<file path="src/rtl/sveto_pkg.sv">
package sveto_pkg;
  localparam int unsigned EV_W = 64;
  // Positions that never hold a filter bit, whatever the implementation.
  localparam logic [EV_W-1:0] RSVD_MASK = 64'h0000_FFFF_0000_0001;

  typedef struct packed {
    logic record;
    logic drop;
  } verdict_t;
endpackage

</file>
<file path="src/rtl/sveto_maskreg.sv">
module sveto_maskreg
  import sveto_pkg::*;
#(
  parameter logic [EV_W-1:0] WRITABLE   = '0,
  parameter bit              FEATURE_EN = 1'b1
) (
  input  logic            clk,
  input  logic            rst_n,
  input  logic            wr,
  input  logic            rd,
  input  logic [EV_W-1:0] wdata,
  output logic [EV_W-1:0] mask,
  output logic [EV_W-1:0] rdata,
  output logic            illegal
);
  logic            access_ok;
  logic [EV_W-1:0] mask_q, mask_d;
  logic [EV_W-1:0] rdata_q, rdata_d;
  logic            illegal_q, illegal_d;
  logic            mask_ce;

  if (FEATURE_EN) begin : g_present
    assign access_ok = 1'b1;
  end else begin : g_absent
    assign access_ok = 1'b0;
  end

  always_comb begin
    mask_ce   = wr & access_ok;
    mask_d    = wdata & WRITABLE;
    rdata_d   = (rd & access_ok) ? mask_q : '0;
    illegal_d = (wr | rd) & ~access_ok;
  end

  always_ff @(posedge clk or negedge rst_n) begin
    if (!rst_n) begin
      mask_q <= '0;
    end else if (mask_ce) begin
      mask_q <= mask_d;
    end
  end

  always_ff @(posedge clk or negedge rst_n) begin
    if (!rst_n) begin
      rdata_q   <= '0;
      illegal_q <= 1'b0;
    end else begin
      rdata_q   <= rdata_d;
      illegal_q <= illegal_d;
    end
  end

  assign mask    = mask_q;
  assign rdata   = rdata_q;
  assign illegal = illegal_q;
endmodule

</file>
<file path="src/rtl/sveto_judge.sv">
module sveto_judge
  import sveto_pkg::*;
(
  input  logic            clk,
  input  logic            rst_n,
  input  logic            en,
  input  logic            valid,
  input  logic [EV_W-1:0] events,
  input  logic [EV_W-1:0] mask,
  output verdict_t        verdict
);
  logic     veto;
  verdict_t v_q, v_d;

  always_comb begin
    veto      = en & (|(events & mask));
    v_d.drop   = valid & veto;
    v_d.record = valid & ~veto;
  end

  always_ff @(posedge clk or negedge rst_n) begin
    if (!rst_n) begin
      v_q <= '0;
    end else begin
      v_q <= v_d;
    end
  end

  assign verdict = v_q;
endmodule

</file>
<file path="src/rtl/sveto_filter.sv">
module sveto_filter
  import sveto_pkg::*;
#(
  parameter logic [63:0] IMPL_MASK  = 64'hFFFF_FFFF_FFFF_0FFF,
  parameter bit          FEATURE_EN = 1'b1
) (
  input  logic        clk,
  input  logic        rst_n,
  input  logic        reg_wr,
  input  logic        reg_rd,
  input  logic [63:0] reg_wdata,
  output logic [63:0] reg_rdata,
  output logic        reg_illegal,
  input  logic        filt_en,
  input  logic        smp_valid,
  input  logic [63:0] smp_events,
  output logic        smp_record,
  output logic        smp_drop
);
  localparam logic [EV_W-1:0] WRITABLE = IMPL_MASK & ~RSVD_MASK;

  logic [1:0]      rst_sync_q;
  logic            rst_n_sync;
  logic [EV_W-1:0] mask;
  verdict_t        verdict;

  always_ff @(posedge clk or negedge rst_n) begin
    if (!rst_n) begin
      rst_sync_q <= 2'b00;
    end else begin
      rst_sync_q <= {rst_sync_q[0], 1'b1};
    end
  end
  assign rst_n_sync = rst_sync_q[1];

  sveto_maskreg #(
    .WRITABLE   (WRITABLE),
    .FEATURE_EN (FEATURE_EN)
  ) u_maskreg (
    .clk     (clk),
    .rst_n   (rst_n_sync),
    .wr      (reg_wr),
    .rd      (reg_rd),
    .wdata   (reg_wdata),
    .mask    (mask),
    .rdata   (reg_rdata),
    .illegal (reg_illegal)
  );

  sveto_judge u_judge (
    .clk     (clk),
    .rst_n   (rst_n_sync),
    .en      (filt_en),
    .valid   (smp_valid),
    .events  (smp_events),
    .mask    (mask),
    .verdict (verdict)
  );

  assign smp_record = verdict.record;
  assign smp_drop   = verdict.drop;
endmodule

</file>
<file path="config.mk">
export PLATFORM = sky130hd
export DESIGN_NAME = sveto_filter
export DESIGN_NICKNAME = d
export VERILOG_FILES = /design/src/rtl/sveto_pkg.sv /design/src/rtl/sveto_maskreg.sv /design/src/rtl/sveto_judge.sv /design/src/rtl/sveto_filter.sv
export SDC_FILE = /design/constraint.sdc
export NUM_CORES = 1
export LEC_CHECK = 0
export BUFFER_PORTS_ARGS = -buffer_cell sky130_fd_sc_hd__buf_4
export CAP_MARGIN = 20
export CORE_MARGIN = 2
export CORE_UTILIZATION = 47
export CTS_CLUSTER_DIAMETER = 100
export DETAILED_ROUTE_END_ITERATION = 12
export HOLD_SLACK_MARGIN = 0.12
export PLACE_DENSITY = 0.85
export SYNTH_ARGS = -nofsm -noshare
export SYNTH_HDL_FRONTEND = slang
export SYNTH_SLANG_ARGS = --single-unit
</file>
<file path="constraint.sdc">
create_clock -name clk -period 7.1 [get_ports clk]
set_clock_uncertainty 0.05 [all_clocks]
set_input_delay 0.355 -clock clk [delete_from_list [all_inputs] [get_ports clk]]
set_output_delay 0.355 -clock clk [all_outputs]
set_load 0.02 [all_outputs]
</file>
==> results.cfg, run 1 <==
[detailed_routing]
vias = 2292
drcViolationCount = 0
routedWlPerCell_um = 15.2
drtAntennaViolNets = 0
firstDrtPassIters = 4
drt_wl_total_mm = 7.32
post_drt_via_cell_ratio = 4.75
dr.first_iter.drc_count = 74

[timing]
fin_setup_tns_ns = 0
rsz0062_at_grt = no
finalHoldViolCount = 0
tightest_slew_ns = 0.581
min_period_ns = 1.49
worst_hold_slack_ns = 0.134
drv_slew = 0
fmax_ghz = 0.673
fin_crit_sh_pct = 20.9
slew-limit-headroom_pct = 61.3
finalSetupViolCount = 0

[pwr]
power_density_nw_per_um2 = 248
combPwrFrac_pct = 15.2
power.total_mw = 1.18
p_sw_share_pct = 24.2
p_int_mw = 0.897
p_seq_share_pct = 49.2
ir_drop_uv = 152
switchingPower_mw = 0.287
leakage_nw = 2.35
clockPowerShare_pct = 35.6

[worst_setup_path]
critPathLaunchType = flip-flop
arrival_ns = 1.73
worstSetupEndpointType = flip-flop
cp.required_ns = 7.34
cp_max_fo = 3
critical_path_class = flip-flop to flip-flop

[cells_and_area]
fin_nets = 513
nFillCells = 566
fin_util_pct = 66.3
final_area_um2 = 4780
final_cell_mix = 136 x buf_4, 89 x dfrtp_1, 43 x and2_1, 43 x mux2_2, 23 x conb_1
syn2layout_area_growth_pct = 37.7
final_common_cell = buf_4
antenna_cells = 0
drive_gt1_share_pct = 52.6
regArea_um2 = 2260
multiInputGateArea_um2 = 1090

[die]
num_io_pins = 201
fp.dieW_um = 89.9
die_area_um2 = 8090
fp.dieH_um = 89.9
initial_core_util_pct = 48.1
coreArea_um2 = 7210
std_cell_rows = 31

[clock_tree]
cts.sinks = 90
htree_levels = 3
clockRootBuffer = clkbuf_8
clk_pin_slew_ns = 0.09
clk_latency_ns = 0.35
cts_tree = done
cts_buffer_depth = 2
numCtsBuffers = 9
postCtsSetupBuffers = 0

[global_route]
grt_pass1_vias = 2430
grt_pass1_wl_mm = 12.0
grt_max_degree = 89
grt_usage_pct = 19.0
grt.overflow.total = 0
antenna_found_initial = 0

[yosys]
synth_seq_cells = 90
ys_warn_count = 0
synth_area_um2 = 3470
synthDistinctLibCells = 17
netlist_instances = 240
syn_avg_cell_area_um2 = 14.5
synth-seq-area-share_pct = 64.9

[placed_design]
post_dp_cell_area_um2 = 4490
place_congestion = 0.747
portBuffers = 136
hpwl_mm = 5.24

[run]
maxCapViolCount = 0

[run_status]
status = complete, no violations

[worst_hold_path]
holdCritPathClass = flip-flop to asynchronous set/reset pin
==> synth_stat cells, drive strengths merged <==
master,number,area share [%]
a41o,1,0.29
and2,43,7.8
a31oi,1,0.18
conb,2,0.22
nor2b,1,0.18
clkbuf,4,0.43
dfrtp,90,65
nand2,1,0.11
buf,27,5.5
and4,1,0.25
a222oi,1,0.29
nand4,4,0.72
mux2,43,14
nor4,1,0.36
a22oi,20,4.9
==> cell families (layout without fill, tap and decap cells) <==
group	count (synthesis)	count (layout)	synth area share [%]
AO/OA/AOI/OAI	23	23	5.66
multiplexers	43	43	14.0
AND/OR/NAND/NOR	51	51	9.37
other	2	23	0.216
buffers and inverters	31	154	5.91
flip-flops	90	90	64.9
==> power groups by stage <==
stage	clock (mW)	combinational [mW]	sequential (mW)
2_1_floorplan	0	0.0754	0.616
3_3_place_gp	0	0.169	0.597
3_5_place_dp	0	0.172	0.601
4_1_cts	0.429	0.173	0.590
5_1_grt	0.453	0.195	0.588
6_report	0.422	0.180	0.582
==> final timing paths <==
kind	cells past startpoint	from	end	slack, ns
max	4	u_maskreg.mask[28]$_DFFE_PN0P_	u_judge.verdict[1]$_DFF_PN0_	5.61
min	0	rst_sync_q[1]$_DFF_PN0_	u_maskreg.rdata[8]$_DFF_PN0_	0.13
max reg2reg	4	u_maskreg.mask[28]$_DFFE_PN0P_	u_judge.verdict[1]$_DFF_PN0_	5.61
min reg2reg	0	rst_sync_q[1]$_DFF_PN0_	u_maskreg.rdata[8]$_DFF_PN0_	0.13
max in group asynchronous	1	rst_sync_q[1]$_DFF_PN0_	u_maskreg.rdata[18]$_DFF_PN0_	6.25
min in group clk	2	reg_wdata[20]	u_maskreg.mask[20]$_DFFE_PN0P_	0.18
==> critical path, stage by stage (launching register included) <==
cell and delay, ns:
dfrtp_1 0.41, a22oi_2 0.19, nand4_1 0.17, nor4_2 0.40, a41o_1 0.22
==> through the flow <==
stage | setup WS, ns | instances
floorplan | 4.36 | 261
global placement | 5.53 | 465
detailed placement | 5.49 | 465
CTS | 5.59 | 482
global route | 5.50 | 483
finish | 5.61 | 483
==> cell type report <==
type | count | share of cell area (%)
Timing Repair Buffer | 138 | 22.1
Multi-Input combinational cell | 140 | 22.8
Sequential cell | 90 | 47.2
Clock buffer | 10 | 2.88
Clock inverter | 6 | 2.36
Tap cell | 99 | 2.59
==> routing by layer <==
metal	vias to the layer above	share of wire (%)	GRT usage, %
li1	1058	-	-
met1	1136	40	23.7
met2	91	52	31.1
met3	7	7.5	6.96
met4	0	0.86	6.15
met5	-	0	0
==> flip-flops by register name, summed over array words and instances (netlist names) <==
signal,flops
u_maskreg.mask,43
u_maskreg.rdata,43
rst_sync_q,2
u_judge.verdict,2
==> what timing repair did <==
item                                   4_1_cts  5_1_grt
hold buffers                                 1        0
endpoints found under the hold margin        2        0
gates resized for setup                      0        0
Power figures use the tool's default switching activity.
==> inputs of run 2 (changes only) <==
Settings changed: CORE_UTILIZATION 47 to 39, PLACE_DENSITY 0.85 to 0.75.
Clock period 7.1 ns to 1.3 ns, I/O delays scaled along.
==> run 2 against run 1 <==
Effect of this change:
- the flow now finishes with violations (negative setup slack)
- sequential share of layout area is 5.4 points lower
- maximum frequency is 0.82% higher
- cell count is 16% higher
- critical path depth stayed put
- sequential power grew to 5.4 times the previous value
- combinational power grew to 6.8 times the previous value
- non-clock buffer count is 67 higher
- register-to-register slack worse by 5.8 ns
- global-route usage is 1.5 points lower
- via count is 12% higher
- sequential cell count stayed put
- critical endpoint unchanged
- largest power group unchanged
- highest routed layer unchanged
==> results.cfg, run 2 (same netlist as run 1, synthesis figures left out) <==
[run_status]
status = complete, but fails checks
violations = negative setup slack

[global_route]
grt_pass1_vias = 2720
antenna_found_initial = 0
grt_pass1_wl_mm = 13.3
grt.overflow.total = 0
grt_max_degree = 52
grt_usage_pct = 17.5

[cells_and_area]
syn2layout_area_growth_pct = 55.7
antenna_cells = 0
final_area_um2 = 5400
nFillCells = 668
fin_nets = 580
final_common_cell = buf_4
final_cell_mix = 153 x buf_4, 89 x dfrtp_1, 49 x dlygate4sd3_1
drive_gt1_share_pct = 49.7

[pwr]
ir_drop_uv = 589
clockPowerShare_pct = 29.3
power_density_nw_per_um2 = 1150
p_sw_share_pct = 25.7
leakage_nw = 2.62
switchingPower_mw = 1.60
p_seq_share_pct = 50.9
combPwrFrac_pct = 19.8
p_int_mw = 4.62

[worst_setup_path]
path_buf_inv = 0
worstSetupEndpointType = flip-flop
cp_slowest_cell = dfrtp_1
cp_max_fo = 3
critPathLaunchType = flip-flop
crit_family = simple AND/OR/NAND/NOR gates
path_cells = a22oi_2 -> nand4_1 -> nor4_4 -> a41o_1
crit_path_max_incr_delay_ns = 0.41
cp.required_ns = 1.53
critical_path_class = flip-flop to flip-flop
arrival_ns = 1.70

[clock_tree]
numCtsBuffers = 9
clockRootBuffer = clkbuf_8
clk_pin_slew_ns = 0.10
cts.sinks = 90
htree_levels = 3
clk_latency_ns = 0.35
cts_buffer_depth = 2
cts_tree = done

[placed_design]
post_dp_cell_area_um2 = 4690
portBuffers = 136
place_congestion = 0.727
hpwl_mm = 5.68

[die]
die_area_um2 = 9670
fp.dieW_um = 98.3
coreArea_um2 = 8680
num_io_pins = 201
std_cell_rows = 34
fp.dieH_um = 98.3
initial_core_util_pct = 40.0

[timing]
rsz0062_at_grt = yes
min_period_ns = 1.47
drv_slew = 0
fin_ws_ns = -0.173
finalSetupViolCount = 2
fmax_ghz = 0.679
fin_crit_sh_pct = 113
fin_setup_tns_ns = -0.338
finalHoldViolCount = 0

[detailed_routing]
routedWlPerCell_um = 14.9
vias = 2570
firstDrtPassIters = 6
drt_wl_total_mm = 8.34
drtAntennaViolNets = 0
dr.first_iter.drc_count = 51
drcViolationCount = 0
post_drt_via_cell_ratio = 4.60

[worst_hold_path]
holdCritPathClass = primary input to flip-flop

[run]
maxCapViolCount = 0
[run 2: cell types whose count changed in the layout (fill, tap and decap cells not counted), moves of 2 or more]
cell	previous run	this run
a22oi_2	4	9
clkinvlp_4	0	2
buf_12	0	3
a22oi_1	16	11
clkbuf_1	0	2
dlygate4sd3_1	1	49
buf_4	136	153
bufinv_16	3	1
[run 2: layer usage]
metal  vias to the layer above  global-route usage (%)  share of wire, %
met3                         9                    3.94               5.9
met2                        94                    31.3                52
li1                       1189                       -                 -
met5                         -                       0                 0
met1                      1278                    21.1                41
met4                         0                    5.06               1.1
[run 2: metrics by stage]
stage	setup WS [ns]	utilization (%)	hold slack (ns)	std cells	power (mW)
finish	-0.173	62.3	0.166	559	6.22
floorplan	0.0746	-	-0.281	261	3.78
CTS	-0.167	62.1	0.147	559	6.28
detailed placement	-0.266	54.1	-0.201	494	4.33
global route	-0.249	62.3	0.169	559	6.51
global placement	-0.260	54.1	-0.202	494	4.30
[run 2: worst paths after layout]
kind	slack, ns	startpoint	cells past startpoint	endpoint
worst max register to register	-0.17	u_maskreg.mask[8]$_DFFE_PN0P_	4	u_judge.verdict[1]$_DFF_PN0_
worst min register to register	0.25	rst_sync_q[1]$_DFF_PN0_	1	u_maskreg.mask[24]$_DFFE_PN0P_
min in group asynchronous	0.25	rst_sync_q[1]$_DFF_PN0_	1	u_maskreg.mask[24]$_DFFE_PN0P_
max in group asynchronous	0.54	rst_n	3	rst_sync_q[1]$_DFF_PN0_
worst max-delay path	-0.17	u_maskreg.mask[8]$_DFFE_PN0P_	4	u_judge.verdict[1]$_DFF_PN0_
worst min-delay path	0.17	smp_events[55]	5	u_judge.verdict[0]$_DFF_PN0_
[run 2: worst min-delay path, cell delays in order]
cell and delay, ns:
buf_4 0.09, a22oi_2 0.05, nand4_1 0.12, nor4_4 0.07, a31oi_1 0.12
[run 2: power groups by stage]
stage	Clock, mW	Combinational, mW	Sequential, mW
finish	1.82	1.23	3.17
global route	1.99	1.32	3.20
CTS	1.88	1.24	3.17
detailed placement	0	1.11	3.22
global placement	0	1.09	3.21
floorplan	0	0.412	3.37
[run 2: final cells by class]
cell class / count / area [µm²] / share of cell area [%]
clock inverter: 5 / 55.1 / 1.02
timing repair buffer: 205 / 1700 / 31.4
tap: 108 / 135 / 2.50
multi-input combinational: 140 / 1130 / 20.8
sequential: 90 / 2260 / 41.8
clock buffer: 11 / 131 / 2.43
[run 2: what timing repair did]
action | 4_1_cts | 5_1_grt
gates resized for setup | 4 | 2
setup buffers | 0 | 0
hold buffers | 49 | 0
hold endpoints to repair | 57 | 0
setup endpoints to repair | 2 | 2
pin swaps | 4 | 2
==> inputs of run 3 (changes only) <==
Settings changed: CORE_UTILIZATION 39 to 41, PLACE_DENSITY 0.75 to 0.76, SYNTH_HIERARCHICAL from default to 1.
==> run 3 against run 2 <==
Effect of this change:
- the run still ends with negative setup slack left
- synthesized cell count increased by 13%
- critical path depth rose by 1
- cell area increased by 13%
- global-route usage is 1.8 points higher
- sequential cell count is the same
- highest routed layer unchanged
- largest power group unchanged
==> results.cfg, run 3 <==
[worst_setup_path]
critPathLaunchType = flip-flop
cp.required_ns = 1.48
critical_path_class = flip-flop to flip-flop
ff2ff_setup_slack_ns = -0.55
worstSetupEndpointType = flip-flop
cp_max_fo = 2
arrival_ns = 2.04

[pwr]
leakage_nw = 3.12
switchingPower_mw = 1.69
p_seq_share_pct = 46.7
ir_drop_uv = 577
power_density_nw_per_um2 = 1110
p_sw_share_pct = 25.0
p_int_mw = 5.10
clockPowerShare_pct = 30.9
combPwrFrac_pct = 22.4

[detailed_routing]
drcViolationCount = 0
routedWlPerCell_um = 15.2
vias = 2879
drtAntennaViolNets = 0
firstDrtPassIters = 4
dr.first_iter.drc_count = 33
post_drt_via_cell_ratio = 4.40
drt_wl_total_mm = 9.98

[clock_tree]
clk_pin_slew_ns = 0.09
cts_hold_buf = 48
clockRootBuffer = clkbuf_8
numCtsBuffers = 9
cts.sinks = 90
htree_levels = 3
cts_tree = done
cts_buffer_depth = 2
clk_latency_ns = 0.35

[placed_design]
post_dp_cell_area_um2 = 5400
hpwl_mm = 6.84
dpl.cell_count = 590
place_congestion = 0.780
portBuffers = 157

[die]
initial_core_util_pct = 42.3
die_area_um2 = 10400
coreArea_um2 = 9280
fp.dieH_um = 102
fp.dieW_um = 102
num_io_pins = 201
std_cell_rows = 35

[yosys]
ys_warn_count = 6
netlist_instances = 272
yosysMostFrequentCell = dfrtp_1
synth.area.top_cells = dfrtp_1 57%, mux2_4 15%, buf_4 8.2%
synth_edf_count = 0
synth_seq_cells = 90
synthFlopType = dfrtp_1
synth_common_cells = 90 x dfrtp_1, 43 x and2_1, 43 x buf_4, 40 x mux2_4
synth-seq-area-share_pct = 57.3
synth_top_area_cell = dfrtp_1
synth_top_area_share_pct = 57.3
async_flop_share_pct = 100
syn_avg_cell_area_um2 = 14.4
synth_area_um2 = 3930
synthDistinctLibCells = 19

[cells_and_area]
regArea_um2 = 2260
nFillCells = 688
final_cell_mix = 197 x buf_4, 89 x dfrtp_1, 48 x dlygate4sd3_1
antenna_cells = 0
multiInputGateArea_um2 = 1460
final_area_um2 = 6120
final_common_cell = buf_4
syn2layout_area_growth_pct = 55.9
drive_gt1_share_pct = 51.1
instances_no_fill = 655
fin_nets = 655
fin_util_pct = 65.9

[timing]
drv_slew = 0
worst_hold_slack_ns = 0.0977
fin_ws_ns = -0.554
fmax_ghz = 0.539
fin_setup_tns_ns = -1.06
fin_crit_sh_pct = 143
finalSetupViolCount = 2
finalHoldViolCount = 0
min_period_ns = 1.85
rsz0062_at_grt = yes

[global_route]
grt_pass1_vias = 3158
grt_usage_pct = 19.3
grt.overflow.total = 0
antenna_found_initial = 0
grt_max_degree = 44
grt_pass1_wl_mm = 15.0

[run_status]
status = complete, but fails checks
violations = negative setup slack

[run]
maxCapViolCount = 0

[worst_hold_path]
holdCritPathClass = primary input to flip-flop
==> run 3: changes by cell type in the layout (fill, tap and decap cells not counted), sizes merged, moves of 12 or more <==
cell	delta
a22o	+12
buf	+44
a221oi	+12
a22oi	-12
conb	+21
==> run 3: power groups by stage <==
stage	Sequential, mW	Combinational, mW	Clock, mW
after floorplan	3.37	0.612	0
after detailed placement	3.23	1.39	0
after global routing	3.20	1.63	2.30
after global placement	3.22	1.36	0
after CTS	3.18	1.51	2.18
final	3.17	1.52	2.10
==> run 3: final cells by class <==
cell class	count	area share, %
clock buffer	12	2.37
tap	129	2.64
timing repair buffer	248	33.0
clock inverter	4	1.25
sequential	90	36.8
multi-input combinational	172	23.9
==> run 3: timing repair <==
action                     in CTS  in global routing
resized for setup               1                  1
hold endpoints to repair       49                  1
buffers inserted                0                  1
pin swaps                       2                  2
setup endpoints to repair       2                  2
==> run 3: worst max-delay path, stage by stage, from the launching register on <==
cell	delay, ns
dfrtp_1	0.39
a22o_1	0.22
a221oi_2	0.20
nand4_1	0.17
or4_4	0.56
and3_1	0.16
==> run 3: routing by layer <==
layer / part of all wire, % / wire, µm / vias up / GRT usage (%)
met5: 0 / 0 / - / 0
met4: 2.0 / 199 / 0 / 7.49
met3: 5.2 / 521 / 14 / 4.72
met2: 52 / 5190 / 104 / 34.2
met1: 41 / 4070 / 1403 / 22.5
li1: - / - / 1358 / -
==> run 3: final timing paths <==
path / from / end / cells after the start
worst max-delay path: u_maskreg/mask[25]$_DFFE_PN0P_ / u_judge/verdict[0]$_DFF_PN0_ / 5
worst min-delay path: smp_events[16] / u_judge/verdict[1]$_DFF_PN0_ / 5
worst max register to register: u_maskreg/mask[25]$_DFFE_PN0P_ / u_judge/verdict[0]$_DFF_PN0_ / 5
worst min register to register: rst_sync_q[1]$_DFF_PN0_ / u_maskreg/rdata[19]$_DFF_PN0_ / 0
max in group asynchronous: rst_sync_q[1]$_DFF_PN0_ / u_maskreg/mask[48]$_DFFE_PN0P_ / 1
min in group asynchronous: rst_sync_q[1]$_DFF_PN0_ / u_maskreg/rdata[19]$_DFF_PN0_ / 0
==> run 3: cell families after synthesis <==
group,count (synthesis),synth area share (%)
buf+inv,52,10.9
other cells,2,0.191
compound gates,33,7.20
mux,43,16.2
flops,90,57.3
simple gates,52,8.19
==> run 3: metrics by stage <==
| step | worst slack (ns) | total power [mW] |
|---|---|---|
| floorplan | -0.370 | 3.99 |
| global placement | -0.565 | 4.58 |
| detailed placement | -0.577 | 4.62 |
| CTS | -0.582 | 6.87 |
| global route | -0.651 | 7.13 |
| finish | -0.554 | 6.79 |
